<file path="src/rtl/itmr_pkg.sv">
package itmr_pkg;
  localparam int BYTE_W = 8;
  localparam int CNT_W  = 2 * BYTE_W;
  localparam int NCH    = 3;
  localparam int ADDR_W = 2;
  localparam int MODE_W = 3;

  typedef enum logic [1:0] {
    ACC_LATCH = 2'b00,
    ACC_LO    = 2'b01,
    ACC_HI    = 2'b10,
    ACC_WORD  = 2'b11
  } acc_e;

  function automatic logic [BYTE_W-1:0] f_status(input logic lvl, input acc_e acc,
                                                 input logic [MODE_W-1:0] mode,
                                                 input logic bcd);
    return {lvl, 1'b0, acc, mode, bcd};
  endfunction

  function automatic logic [CNT_W-1:0] f_load_value(input acc_e acc,
                                                    input logic [BYTE_W-1:0] b,
                                                    input logic [BYTE_W-1:0] held);
    case (acc)
      ACC_LO:  return {{BYTE_W{1'b0}}, b};
      ACC_HI:  return {b, {BYTE_W{1'b0}}};
      default: return {b, held};
    endcase
  endfunction

  function automatic logic [BYTE_W-1:0] f_pick(input logic [CNT_W-1:0] v, input logic hi);
    return hi ? v[CNT_W-1:BYTE_W] : v[BYTE_W-1:0];
  endfunction
endpackage

</file>
<file path="src/rtl/itmr_cmd_dec.sv">
module itmr_cmd_dec
  import itmr_pkg::*;
(
  input  logic              wr_en,
  input  logic              rd_en,
  input  logic [ADDR_W-1:0] addr,
  input  logic [7:1]        cw,
  output logic [NCH-1:0]    ev_ctl,
  output logic [NCH-1:0]    ev_latch,
  output logic [NCH-1:0]    ev_stat,
  output logic [NCH-1:0]    ev_dwr,
  output logic [NCH-1:0]    ev_drd
);
  localparam logic [ADDR_W-1:0] CTL_PORT = ADDR_W'(NCH);

  logic ctl_wr, rb_cmd;
  assign ctl_wr = wr_en && (addr == CTL_PORT);
  assign rb_cmd = ctl_wr && (cw[7:6] == 2'b11);

  for (genvar i = 0; i < NCH; i++) begin : g_ch
    logic tgt;
    assign tgt         = ctl_wr && (cw[7:6] == 2'(i));
    assign ev_ctl[i]   = tgt && (cw[5:4] != ACC_LATCH);
    assign ev_latch[i] = (tgt && (cw[5:4] == ACC_LATCH)) || (rb_cmd && cw[i+1] && !cw[5]);
    assign ev_stat[i]  = rb_cmd && cw[i+1] && !cw[4];
    assign ev_dwr[i]   = wr_en && (addr == ADDR_W'(i));
    assign ev_drd[i]   = rd_en && (addr == ADDR_W'(i));
  end
endmodule

</file>
<file path="src/rtl/itmr_chan.sv">
module itmr_chan
  import itmr_pkg::*;
(
  input  logic              clk,
  input  logic              rst_n,
  input  logic              ev_ctl,
  input  logic              ev_latch,
  input  logic              ev_stat,
  input  logic              ev_dwr,
  input  logic              ev_drd,
  input  logic [BYTE_W-1:0] wdata,
  input  logic [CNT_W-1:0]  live,
  input  logic              out_lvl,
  output logic [MODE_W-1:0] mode,
  output logic              load,
  output logic [CNT_W-1:0]  init_cnt,
  output logic [BYTE_W-1:0] rbyte,
  output logic [1:0]        acc_o,
  output logic              stat_pend,
  output logic              clat_busy,
  output logic              wr_hi,
  output logic              rd_hi,
  output logic [CNT_W-1:0]  lat_val,
  output logic [BYTE_W-1:0] stat_val
);
  acc_e acc_q, clat_q;
  logic bcd_q;
  logic [BYTE_W-1:0] wlat_q;

  assign acc_o     = acc_q;
  assign clat_busy = (clat_q != ACC_LATCH);

  always_comb begin
    if (stat_pend)      rbyte = stat_val;
    else if (clat_busy) rbyte = f_pick(lat_val, clat_q == ACC_HI);
    else                rbyte = f_pick(live, (acc_q == ACC_HI) || (acc_q == ACC_WORD && rd_hi));
  end

  always_ff @(posedge clk) begin
    if (!rst_n) begin
      acc_q     <= ACC_WORD;
      mode      <= '0;
      bcd_q     <= 1'b0;
      wr_hi     <= 1'b0;
      rd_hi     <= 1'b0;
      wlat_q    <= '0;
      clat_q    <= ACC_LATCH;
      lat_val   <= '0;
      stat_pend <= 1'b0;
      stat_val  <= '0;
      load      <= 1'b0;
      init_cnt  <= '0;
    end else begin
      load <= 1'b0;
      if (ev_latch && !clat_busy) begin
        clat_q  <= acc_q;
        lat_val <= live;
      end
      if (ev_stat && !stat_pend) begin
        stat_pend <= 1'b1;
        stat_val  <= f_status(out_lvl, acc_q, mode, bcd_q);
      end
      if (ev_dwr) begin
        if (acc_q == ACC_WORD && !wr_hi) begin
          wlat_q <= wdata;
          wr_hi  <= 1'b1;
        end else begin
          init_cnt <= f_load_value(acc_q, wdata, wlat_q);
          load     <= 1'b1;
          wr_hi    <= 1'b0;
        end
      end
      if (ev_drd) begin
        if (stat_pend)           stat_pend <= 1'b0;
        else if (clat_busy)      clat_q <= (clat_q == ACC_WORD) ? ACC_HI : ACC_LATCH;
        else if (acc_q == ACC_WORD) rd_hi <= !rd_hi;
      end
      if (ev_ctl) begin
        acc_q <= acc_e'(wdata[5:4]);
        mode  <= wdata[3:1];
        bcd_q <= wdata[0];
        wr_hi <= 1'b0;
        rd_hi <= 1'b0;
      end
    end
  end
endmodule

</file>
<file path="src/rtl/itmr_busif.sv">
module itmr_busif
  import itmr_pkg::*;
(
  input  logic                  clk,
  input  logic                  rst_n,
  input  logic                  wr_en,
  input  logic                  rd_en,
  input  logic [ADDR_W-1:0]     addr,
  input  logic [BYTE_W-1:0]     wdata,
  output logic [BYTE_W-1:0]     rdata,
  input  logic [NCH*CNT_W-1:0]  ch_live,
  input  logic [NCH-1:0]        ch_out,
  output logic [NCH*MODE_W-1:0] ch_mode,
  output logic [NCH-1:0]        ch_load,
  output logic [NCH*CNT_W-1:0]  ch_count
);
  logic [NCH-1:0] ev_ctl, ev_latch, ev_stat, ev_dwr, ev_drd;
  logic [NCH-1:0] stat_pend, clat_busy, wr_hi, rd_hi;
  logic [NCH*2-1:0] acc_all;
  logic [NCH*CNT_W-1:0] lat_val;
  logic [NCH*BYTE_W-1:0] stat_val;
  logic [NCH*BYTE_W-1:0] rbyte_all;

  itmr_cmd_dec u_dec (
    .wr_en(wr_en), .rd_en(rd_en), .addr(addr), .cw(wdata[7:1]),
    .ev_ctl(ev_ctl), .ev_latch(ev_latch), .ev_stat(ev_stat),
    .ev_dwr(ev_dwr), .ev_drd(ev_drd)
  );

  for (genvar i = 0; i < NCH; i++) begin : g_ch
    itmr_chan u_chan (
      .clk(clk), .rst_n(rst_n),
      .ev_ctl(ev_ctl[i]), .ev_latch(ev_latch[i]), .ev_stat(ev_stat[i]),
      .ev_dwr(ev_dwr[i]), .ev_drd(ev_drd[i]), .wdata(wdata),
      .live(ch_live[i*CNT_W +: CNT_W]), .out_lvl(ch_out[i]),
      .mode(ch_mode[i*MODE_W +: MODE_W]), .load(ch_load[i]),
      .init_cnt(ch_count[i*CNT_W +: CNT_W]),
      .rbyte(rbyte_all[i*BYTE_W +: BYTE_W]), .acc_o(acc_all[i*2 +: 2]),
      .stat_pend(stat_pend[i]), .clat_busy(clat_busy[i]),
      .wr_hi(wr_hi[i]), .rd_hi(rd_hi[i]),
      .lat_val(lat_val[i*CNT_W +: CNT_W]), .stat_val(stat_val[i*BYTE_W +: BYTE_W])
    );
  end

  always_comb begin
    rdata = '0;
    if (rd_en && (int'(addr) < NCH)) rdata = rbyte_all[int'(addr)*BYTE_W +: BYTE_W];
  end
endmodule

</file>
<file path="config.mk">
export PLATFORM = sky130hd
export DESIGN_NAME = itmr_busif
export DESIGN_NICKNAME = d
export VERILOG_FILES = /design/src/rtl/itmr_pkg.sv /design/src/rtl/itmr_cmd_dec.sv /design/src/rtl/itmr_chan.sv /design/src/rtl/itmr_busif.sv
export SDC_FILE = /design/constraint.sdc
export NUM_CORES = 1
export LEC_CHECK = 0
export ABC_AREA = 1
export ABC_CLOCK_PERIOD_IN_PS = 2300
export CAP_MARGIN = 0
export CORE_ASPECT_RATIO = 2
export CORE_MARGIN = 3
export CORE_UTILIZATION = 54
export CTS_BUF_LIST = sky130_fd_sc_hd__clkbuf_4 sky130_fd_sc_hd__clkbuf_8 sky130_fd_sc_hd__clkbuf_16
export DETAILED_ROUTE_END_ITERATION = 10
export GPL_ROUTABILITY_DRIVEN = 0
export PLACE_DENSITY = 0.8
export SLEW_MARGIN = 15
export SYNTH_ARGS = -nofsm -noshare
export SYNTH_HDL_FRONTEND = slang
export SYNTH_HIERARCHICAL = 1
export SYNTH_SLANG_ARGS = --single-unit
</file>
<file path="constraint.sdc">
create_clock -name clk -period 2.3 [get_ports clk]
set_clock_uncertainty 0.15 [all_clocks]
set_input_delay 0.575 -clock clk [delete_from_list [all_inputs] [get_ports clk]]
set_output_delay 0.575 -clock clk [all_outputs]
set_load 0.03 [all_outputs]
</file>
==> summary.md, run 1 <==
| Metric | Value |
|---|---|
| Nets@finish | 1518 |
| Setup crit end kind | primary output |
| Fin. Hold Viols | 0 |
| Width of the die | around 94 um |
| CTS clk-pin slew, worst paths | 70 ps |
| Root Driver | clkbuf_16 |
| Commonest cells after routing, fill and taps aside | 238 x nand2_1, 188 x nor2_1, 171 x dfxtp_1, 138 x o21ai_0, 122 x clkdlybuf4s50_1 |
| Ant. Diodes | 0 |
| I/O pin total | 133 |
| Clock latency on the worst-skew pair | 430 ps |
| DR vias/cell | 5.51 |
| Syn Inst Count | 1244 |
| Syn_area_per_cell | 6.77 um2 |
| RSZ-0062 raised after global routing | true |
| Overflow after GRT | 0 |
| Global Route Usage Sum | 30.2% |
| Wire per inst | roughly 16 um |
| Final instance area | 11600 um2 |
| Synth warn | 6 |
| Initial Util | 55.1% |
| Area Overhead vs Synth | 38.0% |
| Finished Core Util | 76.0% |
| Tightest Pin Transition | 532 ps |
| CTS max path bufs | 2 |
| Period utilization | 127% |
| Worst EP arrival | roughly 2200 ps |
| Final wirelength | 26.5 mm |
| Detailed-placement wirelength estimate | around 18 mm |
| Die area | 17200 um2 |
| CTS tree | done |
| Setup TNS | -4500 ps |
| Total power | 7120 uW |
| Fmax | 343 MHz |
| Clock sink count | between 150 and 200 |
| H-tree depth | 4 |
| Port Buffer Count | 132 |
| Critical path launch point type | flip-flop |
| Largest net degree at the start of global routing | 33 |
| VDD IR max | 466 uV |
| Critical Path Fanout Max | 5 |
| Syn Nets | between 1k and 1.5k |
| Floorplan row count | 64 |
| Initial antenna violation count | 0 |
| Hold_buf cts | 0 |
| Crit path kind | reg -> out |
| Vias | 9117 |
| Required time worst endpoint | 1570 ps |
| Remaining DRCs | 0 |
| Final max-slew violation count | 0 |
| Count of final setup violators | 8 |
| Dpl cell area | 10600 um2 |
| DRT iter0 DRCs | 543 |
| Core area | about 15000 um2 |
| Chip height | 183 um |
| Failing checks | setup timing |
| Worst Setup Slack, final | -612 ps |
| Leak | a little over 0.005 uW |
| First-pass GRT wire length | 41.4 mm |
| Rel. slew slack | 64.5% |
| Maxcap violations | 0 |
| ANT nets after route | 0 |
| Layout cell share with drive strength beyond 1 | 18.5% |
| P per Cell Area | 613 nW/um2 |
| Post-Layout Cell Count | 1655 |
| Placed cells | 1619 |
| Worst Hold Class | reg -> reg |
| CTS buffer count | 17 |
| Status | complete, but fails checks |
| Pre-Repair DR Iteration Count | 5 |
| Final min period | about 2900 ps |
| Vias in the first global route | 8719 |
| Leading cell type in the layout, fill and taps excluded | nand2_1 |
| Mapped Area | 8420 um2 |
[metal layers]
layer	GRT usage (%)	routed length (um)	vias to the layer above
met1	32.1	9520	4232
met5	0	0	-
li1	-	-	4389
met4	17.4	1530	0
met3	4.25	1440	117
met2	55.0	14000	379
[power breakdown]
part	switching, uW	internal, uW	total, uW
sequential	38.9	3120	3160
clock	1260	1770	3040
combinational	530	395	925
[worst paths after layout]
check	start	to	slack [ps]	cells past startpoint
worst max-delay path	g_ch[0].u_chan/acc_o[0]	rdata[0]	-610	12
worst min-delay path	g_ch[2].u_chan/wlat_q[2]	g_ch[2].u_chan/wlat_q[2]	300	2
worst max register to register	g_ch[0].u_chan/clat_q[1]	g_ch[0].u_chan/clat_q[1]	490	7
worst min register to register	g_ch[2].u_chan/wlat_q[2]	g_ch[2].u_chan/wlat_q[2]	300	2
[cell type report]
cell class / count / area [um2]
timing repair buffer: 235 / 2170
clock inverter: 13 / 174
multi-input combinational: 873 / 4480
sequential: 177 / 3550
inverter: 139 / 549
timing repair inverter: 1 / 5.00
fill: 1156 / 3670
clock buffer: 19 / 447
tap: 198 / 248
[flip-flops by register name, indices dropped and copies added (netlist names)]
name,count
g_ch.u_chan/load,3
g_ch.u_chan/rd_hi,3
g_ch.u_chan/stat_val,21
g_ch.u_chan/wlat_q,24
g_ch.u_chan/stat_pend,3
g_ch.u_chan/init_cnt,48
g_ch.u_chan/wr_hi,3
g_ch.u_chan/lat_val,48
g_ch.u_chan/bcd_q,3
g_ch.u_chan/acc_o,6
g_ch.u_chan/clat_q,6
g_ch.u_chan/mode,9
[what timing repair did]
action	CTS	global route
pin swaps	13	36
gates cloned	1	1
hold endpoints to repair	0	0
gates resized for setup	52	53
endpoints found under the setup margin	8	16
setup buffers	0	2
[worst max-delay path, cell delays in order (launching register included)]
cell,delay (ps)
dfxtp_2,360
buf_6,110
ha_4,160
nand2_8,80
buf_6,140
nand3_2,70
nand3_2,90
a21oi_2,150
inv_1,80
nand2_1,100
nand3_2,100
a21oi_4,180
buf_6,140
[through the flow]
step | hold slack, ps | setup WS (ps)
floorplan | 273 | 10.8
global placement | 281 | -519
detailed placement | 289 | -481
CTS | 300 | -579
global route | 316 | -682
finish | 301 | -612
(Power assumes the default switching activity.)
==> inputs of run 2 (changes only) <==
Settings changed: CORE_ASPECT_RATIO 2 to not set.
==> run 2 against run 1 <==
Compared with the run above:
- the run still ends with setup timing left
- sequential share of layout area decreased by 0.29 points
- power decreased by 0.90%
- routed wire length shrank 0.93%
- global-route usage shrank 0.79 points
- critical path type unchanged
- highest routed layer unchanged
==> summary.md, run 2 (synthesized netlist as in run 1, its figures left out) <==
| Metric | Value |
|---|---|
| Hold_buf cts | 0 |
| First-pass GRT wire length | 40.1 mm |
| CTS tree | done |
| Clock latency on the worst-skew pair | 430 ps |
| Final min period | 2870 ps |
| Vias | 8976 |
| Detailed-placement wirelength estimate | about 17 mm |
| Vias in the first global route | between 8k and 9k |
| Nets@finish | approximately 1.5k |
| CTS max path bufs | 2 |
| Status | complete, but fails checks |
| CTS clk-pin slew, worst paths | 60 ps |
| Width of the die | 131 um |
| Worst Setup Slack, final | -569 ps |
| Wire per inst | 15.9 um |
| ANT nets after route | 0 |
| Initial antenna violation count | 0 |
| Remaining DRCs | 0 |
| Setup TNS | -4410 ps |
| I/O pin total | 133 |
| Ant. Diodes | 0 |
| Commonest cells after routing, fill and taps aside | 236 x nand2_1, 188 x nor2_1, 172 x dfxtp_1, 138 x o21ai_0, 121 x clkdlybuf4s50_1 |
| H-tree depth | 4 |
| Final max-slew violation count | 0 |
| Worst EP arrival | about 2100 ps |
| Pre-CTS setup slack | -464 ps |
| Core area | about 15000 um2 |
| Layout cell share with drive strength beyond 1 | 19.2% |
| Pre-Repair DR Iteration Count | 6 |
| Count of final setup violators | 8 |
| Worst R2R Path Depth | 9 |
| Fmax | 349 MHz |
| Final hold slack | roughly 300 ps |
| Failing checks | setup timing |
| Maxcap violations | 0 |
| Rel. slew slack | 63.0% |
| Chip height | between 100 and 150 um |
| Worst Hold Class | reg -> reg |
| Leading cell type in the layout, fill and taps excluded | nand2_1 |
| Port Buffer Count | 132 |
| Worst Hold Depth | 2 |
| Final wirelength | about 26 mm |
| Placed cells | 1609 |
| RSZ-0062 raised after global routing | true |
| Post-Layout Cell Count | 1653 |
| DRT iter0 DRCs | around 1.1k |
| Dpl cell area | 10600 um2 |
| Leak | 0.00516 uW |
| Biggest regs | g_ch.u_chan/init_cnt x48, g_ch.u_chan/lat_val x48, g_ch.u_chan/wlat_q x24 |
| Required time worst endpoint | 1570 ps |
| Die area | ~17000 um2 |
| # fillers | 1092 |
| Setup crit end kind | primary output |
| Root Driver | clkbuf_16 |
| Global Route Usage Sum | 29.4% |
| Floorplan row count | 45 |
| Tightest Pin Transition | 554 ps |
| DR vias/cell | 5.43 |
| Fin. Hold Viols | 0 |
| Critical Path Fanout Max | 7 |
| Initial Util | between 50% and 60% |
| Period utilization | 125% |
| Critical path launch point type | flip-flop |
| Final instance area | 11700 um2 |
| Overflow after GRT | 0 |
| P per Cell Area | 601 nW/um2 |
| Clock sink count | 177 |
| Crit path kind | reg -> out |
| Largest net degree at the start of global routing | 33 |
| VDD IR max | 734 uV |
| CTS buffer count | 17 |
| Area Overhead vs Synth | 39.3% |
run 2: final cells by class:
cell class	instances	area, um2	area share, %
clock buffer	20	460	3.92
tap	188	235	2.01
multi-input combinational	872	4490	38.3
clock inverter	12	145	1.24
sequential	177	3550	30.3
timing repair inverter	2	10.0	0.0853
inverter	139	547	4.66
timing repair buffer	243	2290	19.5
run 2: routing by layer:
metal / track usage [%] / vias to the layer above / share of wire [%]
li1: - / 4410 / -
met1: 39.9 / 4096 / 43
met2: 46.8 / 425 / 47
met3: 5.61 / 45 / 7.6
met4: 10.5 / 0 / 2.4
met5: 0 / - / 0
run 2: worst max-delay path, cell delays in order, from the launching register on:
cell and delay, ps:
dfxtp_2 350, buf_6 110, ha_4 160, nand2_8 70, buf_12 150, nand3_2 60, nand3_2 100, a21oi_2 180
inv_1 70, nand2_1 70, nand3_2 80, a21oi_4 160, buf_6 150
run 2: per-stage QoR:
stage	util [%]	total power, uW
2_1_floorplan	-	3660
3_3_place_gp	69.8	4030
3_5_place_dp	69.8	4040
4_1_cts	75.3	7010
5_1_grt	77.2	7280
6_report	77.2	7060
run 2: final timing paths:
kind,start,slack (ps),end
min,g_ch[0].u_chan/wlat_q[3],300,g_ch[0].u_chan/wlat_q[3]
min reg2reg,g_ch[0].u_chan/wlat_q[3],300,g_ch[0].u_chan/wlat_q[3]
max,g_ch[0].u_chan/acc_o[0],-570,rdata[6]
max reg2reg,g_ch[1].u_chan/clat_q[0],380,g_ch[1].u_chan/clat_q[1]
run 2: timing repair:
item,CTS,global route
setup buffers,2,8
cloned,2,0
pin swaps,14,48
endpoints found under the setup margin,8,11
resized for setup,54,55
run 2: power breakdown:
group | switching, uW | internal [uW]
combinational | 540 | 404
clock | 1260 | 1690
sequential | 37.8 | 3120
total | 1840 | 5220
